[src/rtl/float_to_fixed.sv]
module float_to_fixed (
  input  logic        clk,
  input  logic        rst_n,
  input  logic [31:0] op,
  input  logic        is_signed,
  input  logic        half,
  input  logic [5:0]  frac_bits,
  input  logic [1:0]  rmode,
  input  logic        force_rz,
  output logic [31:0] result,
  output logic        invalid,
  output logic        inexact
);
  localparam int EXT_W = 56;

  logic        sgn;
  logic [7:0]  ex;
  logic [22:0] man;
  assign {sgn, ex, man} = op;

  wire is_nan  = (ex == 8'hFF) && (man != 23'd0);
  wire is_inf  = (ex == 8'hFF) && (man == 23'd0);
  wire is_tiny = (ex == 8'h00);

  wire signed [9:0] k = $signed({2'b00, ex}) - 10'sd127 + $signed({4'b0000, frac_bits});
  wire huge = is_inf || (k > 10'sd31);
  wire far  = k < -10'sd1;

  wire [EXT_W-1:0] ext = {1'b1, man, 32'd0};
  wire [5:0] sh = 6'(10'sd55 - k);

  logic [31:0] ipart;
  logic        guard, sticky;
  always_comb begin
    ipart  = 32'(ext >> sh);
    guard  = ext[sh - 6'd1];
    sticky = |(ext & ((56'd1 << (sh - 6'd1)) - 56'd1));
    if (far) begin
      ipart  = 32'd0;
      guard  = 1'b0;
      sticky = 1'b1;
    end
  end

  wire [1:0] mode = force_rz ? 2'd3 : rmode;
  wire lost = guard | sticky;
  logic up;
  always_comb begin
    case (mode)
      2'd0:    up = guard & (sticky | ipart[0]);
      2'd1:    up = lost & ~sgn;
      2'd2:    up = lost & sgn;
      default: up = 1'b0;
    endcase
  end
  wire [32:0] mag = {1'b0, ipart} + {32'd0, up};

  logic [32:0] pos_lim, neg_lim;
  always_comb begin
    case ({is_signed, half})
      2'b11:   begin pos_lim = 33'h0_0000_7FFF; neg_lim = 33'h0_0000_8000; end
      2'b10:   begin pos_lim = 33'h0_7FFF_FFFF; neg_lim = 33'h0_8000_0000; end
      2'b01:   begin pos_lim = 33'h0_0000_FFFF; neg_lim = 33'h0; end
      default: begin pos_lim = 33'h0_FFFF_FFFF; neg_lim = 33'h0; end
    endcase
  end

  wire over = huge || (sgn ? (mag > neg_lim) : (mag > pos_lim));
  wire [32:0] chosen = over ? (sgn ? -neg_lim : pos_lim) : (sgn ? -mag : mag);
  wire zero_out = is_nan || is_tiny;

  logic seen;
  always_ff @(posedge clk or negedge rst_n) begin
    if (!rst_n) begin
      result  <= 32'd0;
      invalid <= 1'b0;
      inexact <= 1'b0;
      seen    <= 1'b0;
    end else begin
      result  <= zero_out ? 32'd0 : chosen[31:0];
      invalid <= is_nan || (!is_tiny && over);
      inexact <= !zero_out && !over && lost;
      seen    <= 1'b1;
    end
  end

  p_nan_zero_r4: assert property (@(posedge clk) disable iff (!rst_n)
    seen && $past(is_nan) |-> result == 32'd0 && invalid && !inexact);
  p_tiny_zero_r5: assert property (@(posedge clk) disable iff (!rst_n)
    seen && $past(is_tiny) |-> result == 32'd0 && !invalid && !inexact);
  p_flags_apart_r9: assert property (@(posedge clk) disable iff (!rst_n)
    !(invalid && inexact));
  p_half_sext_r11: assert property (@(posedge clk) disable iff (!rst_n)
    seen && $past(half) && $past(is_signed) |-> result[31:16] == {16{result[15]}});
  p_half_zext_r11: assert property (@(posedge clk) disable iff (!rst_n)
    seen && $past(half) && !$past(is_signed) |-> result[31:16] == 16'd0);
  p_inf_sat_r10: assert property (@(posedge clk) disable iff (!rst_n)
    seen && $past(is_inf) |-> invalid);
endmodule

[config.mk]
export PLATFORM = sky130hd
export DESIGN_NAME = float_to_fixed
export DESIGN_NICKNAME = d
export VERILOG_FILES = /design/src/rtl/float_to_fixed.sv
export SDC_FILE = /design/constraint.sdc
export NUM_CORES = 1
export LEC_CHECK = 0
export BUFFER_PORTS_ARGS = -buffer_cell sky130_fd_sc_hd__buf_2
export CAP_MARGIN = 20
export CORE_MARGIN = 4
export CORE_UTILIZATION = 42
export CTS_CLUSTER_DIAMETER = 120
export DETAILED_ROUTE_END_ITERATION = 8
export PLACE_DENSITY = 0.71
export SETUP_SLACK_MARGIN = 0.4
export SLEW_MARGIN = 25
export SYNTH_ARGS = -nofsm -noshare
export SYNTH_HDL_FRONTEND = slang
export SYNTH_SLANG_ARGS = --single-unit
[constraint.sdc]
create_clock -name clk -period 1.1 [get_ports clk]
set_input_delay 0.165 -clock clk [delete_from_list [all_inputs] [get_ports clk]]
set_output_delay 0.165 -clock clk [all_outputs]
set_load 0.02 [all_outputs]
==> results by group <==
Power and ir drop
  • Combinational share of power: 88.3%
  • Seq pwr share: between 6 and 7%
  • Switching share of power: roughly 48%
  • Clock network fraction of total power: about 5%
  • Power Density: 2450 nW/um^2
  • Psw: around 16000 uW
  • Max VDD drop: 1.37 mV
  • P_int: around 17000 uW
  • P_leak: 0.00594 uW

Global routing
  • Initial antenna violation count: 0
  • First-pass GRT wire length: ~57000 um
  • GRT Util Overall: between 30% and 40%
  • Vias in the first global route: around 11000
  • Maximum number of pins on one net before global-route repair: 56
  • Gr ovfl total: 0

Yosys
  • Post-synth ARST share: 100%
  • Syn Std Cell Area: ~7900 sq um
  • Post-synth EDFFs: 0
  • Flops & latches, synth: 34
  • Seq/Total Area, Yosys: between 10% and 20%
  • Avg Cell Area, Syn: 7.49 sq um
  • Yosys cell types: 94
  • Ys flop type: dfrtp_1
  • Syn_nets: between 1000 and 1500
  • Yosys warnings: 0
  • Synthesized instance count: between 1000 and 1500

Worst setup path
  • Worst path slowest cell: o41a_1
  • Crit Path Class: input port to flop
  • Data arrival time of the critical path: ~8 ns
  • Crit-path max FO: 8
  • CP startpoint kind: input port
  • CP peak stage delay: between 0.4 and 0.5 ns
  • CP endpoint kind: flop
  • CP required: approximately 1.3 ns

Clock network
  • CTS sink count: 34
  • CTS tree: built
  • Max clock buf depth: 2
  • CTS Root Cell: clkbuf_16
  • Num CTS Buffers: 5
  • Worst-path clk slew: 0.06 ns
  • H-tree lvl count: 2

Cells and area
  • FF+latch area: between 800 and 900 sq um
  • Filler instances: around 1400
  • Final nets: 1590
  • Final core occ: a little under three quarters
  • Multi-input gate area: 7610 sq um
  • Layout cell share with drive strength beyond 1: between 40% and 50%
  • Area growth, synth to finish: 65.3%
  • N_diodes: 0

Die
  • I/O pins: 79
  • Core Region: 18300 sq um
  • Die Y: 145 um
  • Die width: ~150 um
  • Row Count: 49
  • Die area: ~21000 sq um
  • Initial Utilization: between 40% and 50%

STA
  • # setup viols final: 34
  • Fmax: about 0.13 GHz
  • Fin crit share: 710%
  • Fin. max-slew vios: 0
  • Setup TNS: -226.37 ns
  • Setup ws final: -6.71 ns
  • Hold slack final: -0.0790 ns
  • Slew margin rel.: between 40% and 50%
  • Slew @ Worst Pin: just over 0.8 ns
  • Setup repair after global routing missed its margin: yes
  • Hold Fails Final Rpt: 34
  • Minimum clock period: ~7.8 ns

Routing
  • Wirelength, routed: ~38000 um
  • Final ANT Viol Nets: 0
  • Vias/cell: roughly 6.5
  • # DRC: 0
  • Via count: roughly 11000
  • First-pass detailed-route iteration total: 6
  • WL/cell: 21.9 um
  • DR iter-0 viols: 1695

Outcome
  • Failing checks: negative hold slack, negative setup slack
  • Status: finished with violations

Place
  • RePlAce Congestion: around 1
  • I/O Buffers: 78
  • Detailed Place HPWL: ~27000 um

Hold path
  • Hold Path Class: input port to asynchronous set/reset pin

Job
  • Maxcap violations: 0
[power by group through the flow]
stage / Combinational (uW) / Clock (uW) / Sequential, uW
after global routing: 29900 / 1680 / 2210
final: 28400 / 1620 / 2150
after CTS: 26200 / 1600 / 2110
after detailed placement: 23900 / 0 / 1980
after floorplan: 12700 / 0 / 2780
after global placement: 23600 / 0 / 1970
[kinds of logic (layout without fill, tap and decap cells)]
logic type	Yosys count	in the layout	share of synthesized area (%)
xor+xnor	53	53	6.44
buf+inv	103	548	5.45
fa+ha+maj	43	43	6.88
simple gates	399	399	25.3
compound gates	341	341	30.2
flops	34	34	10.7
mux	85	85	14.9
[layer usage]
| layer | share of wire [%] | track usage, % | vias to the layer above |
|---|---|---|---|
| met5 | 0 | 0 | - |
| met3 | 8.8 | 4.02 | 140 |
| met2 | 47 | 54.5 | 747 |
| li1 | - | - | 4981 |
| met4 | 4.4 | 10.8 | 0 |
| met1 | 39 | 43.2 | 5362 |
[cells in the mapped netlist (5+ instances only)]
cell type | count | share of area (%)
mux2_2 | 25 | 3.6
o31ai_1 | 17 | 1.6
a21o_1 | 29 | 2.7
or2_2 | 9 | 0.71
nand3_1 | 60 | 3.8
o211ai_1 | 10 | 0.95
a211oi_1 | 18 | 1.7
ha_1 | 42 | 6.6
a2111oi_0 | 7 | 0.77
mux2i_1 | 35 | 4.4
o21a_1 | 11 | 1.0
nand4_1 | 21 | 1.7
o22a_1 | 7 | 0.77
and3_1 | 15 | 1.2
mux4_2 | 24 | 6.8
and2_1 | 9 | 0.71
or4_1 | 8 | 0.76
a31o_2 | 5 | 0.55
a22o_1 | 5 | 0.55
a32oi_1 | 5 | 0.55
dfrtp_1 | 34 | 11
buf_4 | 6 | 0.57
xnor2_1 | 30 | 3.3
xor2_1 | 20 | 2.2
or3_1 | 11 | 0.87
o22ai_1 | 12 | 0.95
a31oi_1 | 11 | 0.87
o32ai_1 | 6 | 0.66
nor4_1 | 19 | 1.5
nand2b_1 | 8 | 0.63
a21oi_1 | 74 | 4.7
a21boi_0 | 5 | 0.47
nor3_1 | 25 | 1.6
nor2_1 | 80 | 3.8
nor2b_1 | 7 | 0.55
nand2_1 | 101 | 4.8
o2111ai_1 | 5 | 0.55
clkbuf_1 | 45 | 2.1
buf_2 | 16 | 1.0
o21ai_0 | 54 | 3.4
inv_1 | 30 | 1.4
[critical path, delay by kind of cell]
family,cells,cell delay (ns)
and+or+nand+nor,10,1.58
AOI/OAI and AO/OA,14,3.39
buffers and inverters,13,1.76
adders and majority gates,4,0.94
xor gates and xnor gates,1,0.15
[stage by stage]
stage	hold slack (ns)	power (uW)	setup slack, ns	area, sq um	std cells
final	-0.0790	32200	-6.71	13100	1732
after global placement	0.207	25600	-7.27	11800	1700
after CTS	-0.0721	29900	-6.39	12700	1722
after floorplan	-0.131	15400	-6.80	8430	1058
after detailed placement	0.221	25800	-7.42	11800	1700
after global routing	-0.0467	33800	-6.98	13100	1732
[registers in the layout (all words and copies together), names as in the netlist]
| name | count |
|---|---|
| inexact | 1 |
| result | 32 |
| invalid | 1 |
[placed cells by master, fill, tap and decap left out, types with 27 or more instances in the layout]
cell type	instances
a21o_1	29
a21oi_1	54
buf_2	42
buf_4	405
buf_6	50
dfrtp_1	34
ha_1	29
inv_1	27
mux2i_1	35
nand2_1	93
nand3_1	55
nor2_1	74
o21ai_0	47
[how the worst max path moves through the flow]
| stage | startpoint | to | slack (ns) | cells after the start |
|---|---|---|---|---|
| after floorplan | op[24] | result[1] | -6.80 | 42 |
| after global placement | op[24] | result[29] | -7.27 | 38 |
| after detailed placement | op[24] | result[15] | -7.42 | 36 |
| after CTS | op[23] | result[31] | -6.39 | 43 |
| after global routing | op[24] | result[11] | -6.98 | 40 |
| final | op[24] | result[11] | -6.71 | 42 |
[cell type report]
class	count	share of cell area (%)
well taps	229	2.19
inverters	32	1.08
clock buffers	7	1.01
repair buffers	508	30.9
clock inverters	1	0.229
multi-input cells	921	58.1
flip-flops and latches	34	6.49
[timing repair]
action,4_1_cts,5_1_grt
buffers inserted,12,8
gates cloned,2,2
pin swaps,60,41
resized for setup,144,56
setup endpoints to repair,68,68
endpoints found under the hold margin,34,34
Power figures use the tool's default switching activity.
